### src/rtl/cla_pkg.sv
package cla_pkg;

   // propagate / generate pair handed from one lookahead level to the next
   typedef struct packed {
      logic p;
      logic g;
   } pg_t;

endpackage

### src/rtl/cla_lookahead.sv
// Flat lookahead: every carry is an OR of products of p, g and the incoming carry.
module cla_lookahead #(
   parameter int N = 4
) (
   input  logic [N-1:0] p,
   input  logic [N-1:0] g,
   input  logic         c0,
   output logic [N-1:0] cvec,   // carry into each position, cvec[0] = c0
   output logic         pg_p,
   output logic         pg_g
);

   initial begin
      if (N < 1) $error("cla_lookahead: N must be at least 1");
   end

   always_comb begin
      logic acc;
      logic run;
      cvec[0] = c0;
      for (int i = 0; i < N - 1; i++) begin
         run = c0;
         for (int k = 0; k <= i; k++) run = run & p[k];
         acc = run;
         for (int j = 0; j <= i; j++) begin
            run = g[j];
            for (int k = j + 1; k <= i; k++) run = run & p[k];
            acc = acc | run;
         end
         cvec[i+1] = acc;
      end
   end

   always_comb begin
      logic acc;
      logic run;
      pg_p = &p;
      acc = 1'b0;
      for (int j = 0; j < N; j++) begin
         run = g[j];
         for (int k = j + 1; k < N; k++) run = run & p[k];
         acc = acc | run;
      end
      pg_g = acc;
   end

endmodule

### src/rtl/cla_group.sv
// One group: per-bit p/g, internal lookahead carries, sum, exported group pair.
module cla_group
   import cla_pkg::*;
#(
   parameter int GW = 4
) (
   input  logic [GW-1:0] a,
   input  logic [GW-1:0] b,
   input  logic          cin,
   output logic [GW-1:0] sum,
   output pg_t           grp
);

   logic [GW-1:0] bit_p;
   logic [GW-1:0] bit_g;
   logic [GW-1:0] carry;
   logic          gp;
   logic          gg;

   assign bit_p = a ^ b;
   assign bit_g = a & b;

   cla_lookahead #(.N(GW)) u_la (
      .p    (bit_p),
      .g    (bit_g),
      .c0   (cin),
      .cvec (carry),
      .pg_p (gp),
      .pg_g (gg)
   );

   assign sum   = bit_p ^ carry;
   assign grp.p = gp;
   assign grp.g = gg;

endmodule

### src/rtl/cla_adder.sv
module cla_adder
   import cla_pkg::*;
#(
   parameter int WIDTH = 16,
   parameter int GROUP = 4
) (
   input  logic [WIDTH-1:0] a,
   input  logic [WIDTH-1:0] b,
   input  logic             cin,
   input  logic             sub,
   output logic [WIDTH-1:0] sum,
   output logic             cout,
   output logic             ovf,
   output logic             blk_p,
   output logic             blk_g
);

   localparam int NGRP = WIDTH / GROUP;
   localparam int MSB  = WIDTH - 1;

   generate
      if (GROUP < 1 || WIDTH < GROUP || (WIDTH % GROUP) != 0) begin : g_bad_cfg
         $error("cla_adder: WIDTH must be a positive multiple of GROUP");
      end
   endgenerate

   logic [WIDTH-1:0] b_eff;
   logic             c0;
   pg_t  [NGRP-1:0]  grp_pg;
   logic [NGRP-1:0]  grp_p;
   logic [NGRP-1:0]  grp_g;
   logic [NGRP-1:0]  grp_cin;

   // subtract: invert b and force the carry-in
   assign b_eff = b ^ {WIDTH{sub}};
   assign c0    = cin | sub;

   genvar gi;
   generate
      for (gi = 0; gi < NGRP; gi++) begin : g_grp
         cla_group #(.GW(GROUP)) u_grp (
            .a   (a[gi*GROUP +: GROUP]),
            .b   (b_eff[gi*GROUP +: GROUP]),
            .cin (grp_cin[gi]),
            .sum (sum[gi*GROUP +: GROUP]),
            .grp (grp_pg[gi])
         );
         assign grp_p[gi] = grp_pg[gi].p;
         assign grp_g[gi] = grp_pg[gi].g;
      end
   endgenerate

   // second level: all group carries in parallel
   cla_lookahead #(.N(NGRP)) u_top_la (
      .p    (grp_p),
      .g    (grp_g),
      .c0   (c0),
      .cvec (grp_cin),
      .pg_p (blk_p),
      .pg_g (blk_g)
   );

   assign cout = blk_g | (blk_p & c0);

   // carry into the sign bit recovered from its sum and propagate
   logic c_into_msb;
   assign c_into_msb = sum[MSB] ^ a[MSB] ^ b_eff[MSB];
   assign ovf        = c_into_msb ^ cout;

endmodule

### config.mk
export PLATFORM = sky130hd
export DESIGN_NAME = cla_adder
export DESIGN_NICKNAME = d
export VERILOG_FILES = /design/src/rtl/cla_pkg.sv /design/src/rtl/cla_lookahead.sv /design/src/rtl/cla_group.sv /design/src/rtl/cla_adder.sv
export SDC_FILE = /design/constraint.sdc
export NUM_CORES = 1
export LEC_CHECK = 0
export BUFFER_PORTS_ARGS = -buffer_cell sky130_fd_sc_hd__buf_2
export CORE_ASPECT_RATIO = 0.75
export CORE_UTILIZATION = 43
export DETAILED_ROUTE_END_ITERATION = 8
export GPL_ROUTABILITY_DRIVEN = 0
export GPL_TIMING_DRIVEN = 0
export PLACE_DENSITY_LB_ADDON = 0.2
export SETUP_SLACK_MARGIN = 0.3
export SYNTH_ARGS = -nofsm -noshare
export SYNTH_HDL_FRONTEND = slang
export SYNTH_HIERARCHICAL = 1
export SYNTH_SLANG_ARGS = --single-unit
### constraint.sdc
create_clock -name vclk -period 3.6
set_clock_uncertainty 0.15 [all_clocks]
set_input_delay 0.54 -clock vclk [all_inputs]
set_output_delay 0.54 -clock vclk [all_outputs]
set_load 0.1 [all_outputs]
==> reports/qor.log, run 1 <==
[outcome] outcome stopped before the end
[outcome] Halt Stage global routing
[outcome] first error message [ERROR DPL-0038] Utilization greater than 100%, impossible to legalize
[synth] library cell occupying the most area in the post-synthesis netlist xor2_1
[synth] multiplexer share of the synthesized area 0%
[synth] cell types with the largest area share after synthesis xor2_1 (30%), ha_1 (21%), buf_4 (10%)
[placed_design] detailed-placement wirelength estimate 1.89 mm
[synth] number of synthesis warnings 6
[grt] largest net degree at the start of global routing 9
[synth] area fraction in and, or, nand and nor cells after synthesis 8.63%
[floorplan] floorplan die height 42.5 um
[synth] count of mapped cells out of synthesis 128
[synth] Compound-Gate Fraction of Synth Area 22.7%
[floorplan] initial core utilization 46.4%
[synth] Synth Area per Inst 7.36 um^2
[timing] worst endpoint type output port
[synth] Syn Std Cell Area 942 um^2
[synth] share of synthesized area occupied by flip-flops and latches 0%
[synth] post-synthesis net count 178
[timing] endpoint pin with the least setup slack after global-route repair ovf
[synth] main combinational cell family by area after synthesis XOR/XNOR gates
[floorplan] number of placed I/O pins 54
[synth] most common cell in the synthesized netlist xor2_1
[floorplan] row count 14
[floorplan] Die Wd 56.1 um
[synth] post-synthesis cell type count 15
[synth] post-synthesis share of cell area spent on full adders, half adders and majority gates 21.2%
[synth] proportion of netlist area held by the largest area contributor 29.7%
[synth] XOR/XNOR share of the synthesized area 33.3%
[synth] leading post-synthesis cells by instance count xor2_1 (32), ha_1 (16), a21oi_1 (15), nand2_1 (15), buf_4 (13)
[placed_design] count of buffers inserted at the top-level ports 53
==> kinds of logic after synthesis <==
family	count (synthesis)
buffers and inverters	20
AOI/OAI and AO/OA	36
and+or+nand+nor	21
xor gates and xnor gates	35
adders and majority gates	16
==> per-stage QoR <==
step	instance area (um^2)	hold slack (ps)	std cells	setup slack, ps	setup TNS (ps)
CTS	1720	1470	223	-179	-179
detailed placement	1390	1540	205	-566	-718
global placement	1390	1540	205	-520	-564
floorplan	1090	1440	128	-821	-6010
==> what timing repair did <==
action | CTS
hold buffers | 0
gates cloned | 1
buffers inserted | 17
setup endpoints to repair | 12
pin swaps | 34
endpoints found under the hold margin | 0
gates resized for setup | 47
==> run 2: changes to the inputs <==
Settings changed: CORE_AREA set to 2 2 63 65, CORE_ASPECT_RATIO 0.75 to not set, CORE_UTILIZATION 43 to not set, DIE_AREA set to 0 0 65 67, PLACE_DENSITY_LB_ADDON 0.2 to 0.15, SETUP_SLACK_MARGIN 0.3 to not set.
Clock period 3.6 ns to 4.7 ns, I/O delays scaled along.
==> reports/qor.log, run 2 <==
[timing] final worst setup slack 186 ps
[critical_path] sort of element at the end of the critical path primary output
[run] max_cap viols 0
[critical_path] Worst EP required 3850 ps
[final_layout] sequential standard cell area 0 um^2
[critical_path] capture point of the worst path ovf
[synth] post-synthesis net count 178 [unchanged]
[placed_design] detailed-placement wirelength estimate 2.00 mm [was 1.89 mm]
[power] leakage power summed over all cells 0.734 nW
[routing] Highest Signal Layer met3
[critical_path] arrival time at the worst endpoint 3660 ps
[synth] Syn Std Cell Area 942 um^2 [unchanged]
[clock_tree] post-CTS setup buffer count 0 [was 17]
[routing] initial DRC count 16
[synth] library cell occupying the most area in the post-synthesis netlist xor2_1 [unchanged]
[synth] post-synthesis cell type count 15 [unchanged]
[grt] Tot GR Track Use 9.79%
[timing] post-route fraction of the period consumed by the critical path 96.0%
[timing] setup repair after global routing missed its margin false
[critical_path] startpoint type of the worst setup path input pin
[synth] count of mapped cells out of synthesis 128 [unchanged]
[grt] vias in the first global route 887
[timing] Final setup violation count 0
[final_layout] diode count 0
[final_layout] post-synthesis to final-layout area growth 44.2%
[timing] accumulated negative setup slack 0 ps
[synth] share of synthesized area occupied by flip-flops and latches 0% [unchanged]
[routing] Met2 Routed Length 1.09 mm
[clock_tree] CTS hold repair buffers 0 [unchanged]
[routing] detailed-route wire length on metal 1 1.01 mm
[grt] global-route wire length before repair 3.54 mm
[power] worst voltage drop across the vdd grid 0.000255 V
[routing] met3 wire length 134 um
[placed_design] count of buffers inserted at the top-level ports 53 [unchanged]
[synth] proportion of netlist area held by the largest area contributor 29.7% [unchanged]
[synth] most common cell in the synthesized netlist xor2_1 [unchanged]
[worst_hold_path] worst min path class input pin to primary output
[synth] leading post-synthesis cells by instance count xor2_1 (32), ha_1 (16), a21oi_1 (15), nand2_1 (15), buf_4 (13) [unchanged]
[timing] worst-case headroom to the max-slew limit 67.1%
[floorplan] number of placed I/O pins 54 [unchanged]
[synth] cell types with the largest area share after synthesis xor2_1 (30%), ha_1 (21%), buf_4 (10%) [unchanged]
[final_layout] clk_buf instances 0
[routing] number of nets with antenna violations after detailed routing 0
[floorplan] initial core utilization 26.1% [was 46.4%]
[routing] number of optimization iterations in the first detailed-route pass 4
[final_layout] non-filler cells, final 229
[synth] number of synthesis warnings 6 [unchanged]
[floorplan] Die Wd 65 um [was 56.1 um]
[timing] number of hold violations in the final report 0
[routing] detailed-route wire length per cell 9.74 um
[routing] via/cell ratio 4.22
[synth] Synth Area per Inst 7.36 um^2 [unchanged]
[final_layout] number of sequential cells in the layout 0
[timing] number of pins exceeding their max-slew limit in the final report 0
[final_layout] Layout fillers 389
[timing] Final Critical Period 4510 ps
[outcome] outcome finished, final reports clean [was stopped before the end]
[floorplan] row count 22 [was 14]
[routing] via count 967
[power] areal power density over the cells 514 mW/mm^2
[critical_path] CP Launch Point sub
[final_layout] most common cell after layout, fill and taps aside buf_2
[routing] overall routed net length 2.23 mm
[critical_path] largest fanout on the critical path 10
[grt] initial antenna violation count 0
[grt] grt ovf 0
[placed_design] setup slack after placement 155 ps [was -566 ps]
[placed_design] number of placed cells counting well taps 229 [was 205]
[final_layout] nets 233
[final_layout] layout cell share with drive strength beyond 1 49.2%
[grt] largest net degree at the start of global routing 11
[floorplan] Die ar. 0.00436 mm^2
[timing] Hold WS 1880 ps
[timing] Least-Margin Pin Slew 496 ps
[final_layout] final core utilization 37.7%
[clock_tree] PostCTS Resize Cnt 0 [was 47]
[final_layout] most frequent cells in the layout buf_2 (53), xor2_1 (30), ha_1 (16), nand2_1 (14), a21oi_1 (14)
[routing] detailed-route DRC error count 0
[critical_path] Critical Setup Path Class input pin to primary output
[floorplan] floorplan die height 67 um [was 42.5 um]
[timing] highest clock frequency the design can meet 0.222 GHz
[floorplan] core box area 0.00361 mm^2
-- run 2: cell counts after synthesis --
Identical to the previous run, type by type.
-- run 2: metal layers --
metal,vias up,GRT usage (%)
met5,-,0
li1,522,-
met2,26,18.7
met1,419,12.8
met4,0,0
met3,0,0.507
-- run 2: layout make-up --
type	instances	area (um^2)	share of cell area, %
Multi-Input combinational cell	108	882	64.9
Timing Repair Buffer	53	265	19.5
Buffer	15	133	9.76
Tap cell	48	60.1	4.42
Inverter	5	18.8	1.38
-- run 2: power by group --
group / internal [mW] / total (mW) / switching (mW)
combinational: 0.154 / 0.698 / 0.544
clock: 0 / 0 / 0
sequential: 0 / 0 / 0
total: 0.154 / 0.698 / 0.544
-- run 2: worst max-delay path: stages --
cell	delay, ps
buf_12	120
buf_8	150
xor2_1	140
ha_1	350
a21oi_1	180
o21ai_1	80
buf_4	140
a21oi_2	130
o21ai_2	90
a21oi_2	180
o21ai_2	120
xor2_4	200
xor2_2	200
xnor2_2	280
xnor2_4	150
buf_2	440
-- run 2: cell families after synthesis --
| group | share of synthesized area, % |
|---|---|
| and+or+nand+nor | 8.63 |
| buffers and inverters | 14.1 |
| adders and majority gates | 21.2 |
| AOI/OAI and AO/OA | 22.7 |
| xor gates and xnor gates | 33.3 |
-- run 2: how the worst min path moves through the flow --
stage / startpoint / endpoint / cells past startpoint
floorplan: a[15] / sum[15] / 2
global placement: a[5] / sum[5] / 4
detailed placement: a[9] / sum[9] / 4
CTS: a[9] / sum[9] / 4
global route: a[3] / sum[3] / 4
finish: a[9] / sum[9] / 4
-- run 2: stage by stage --
stage	power (mW)	cell area, um^2
after CTS	0.702	1360
after global routing	0.731	1360
after floorplan	0.610	1030
after detailed placement	0.700	1360
after global placement	0.698	1360
final	0.698	1360
Note: power is estimated with default switching activity, not from simulation.
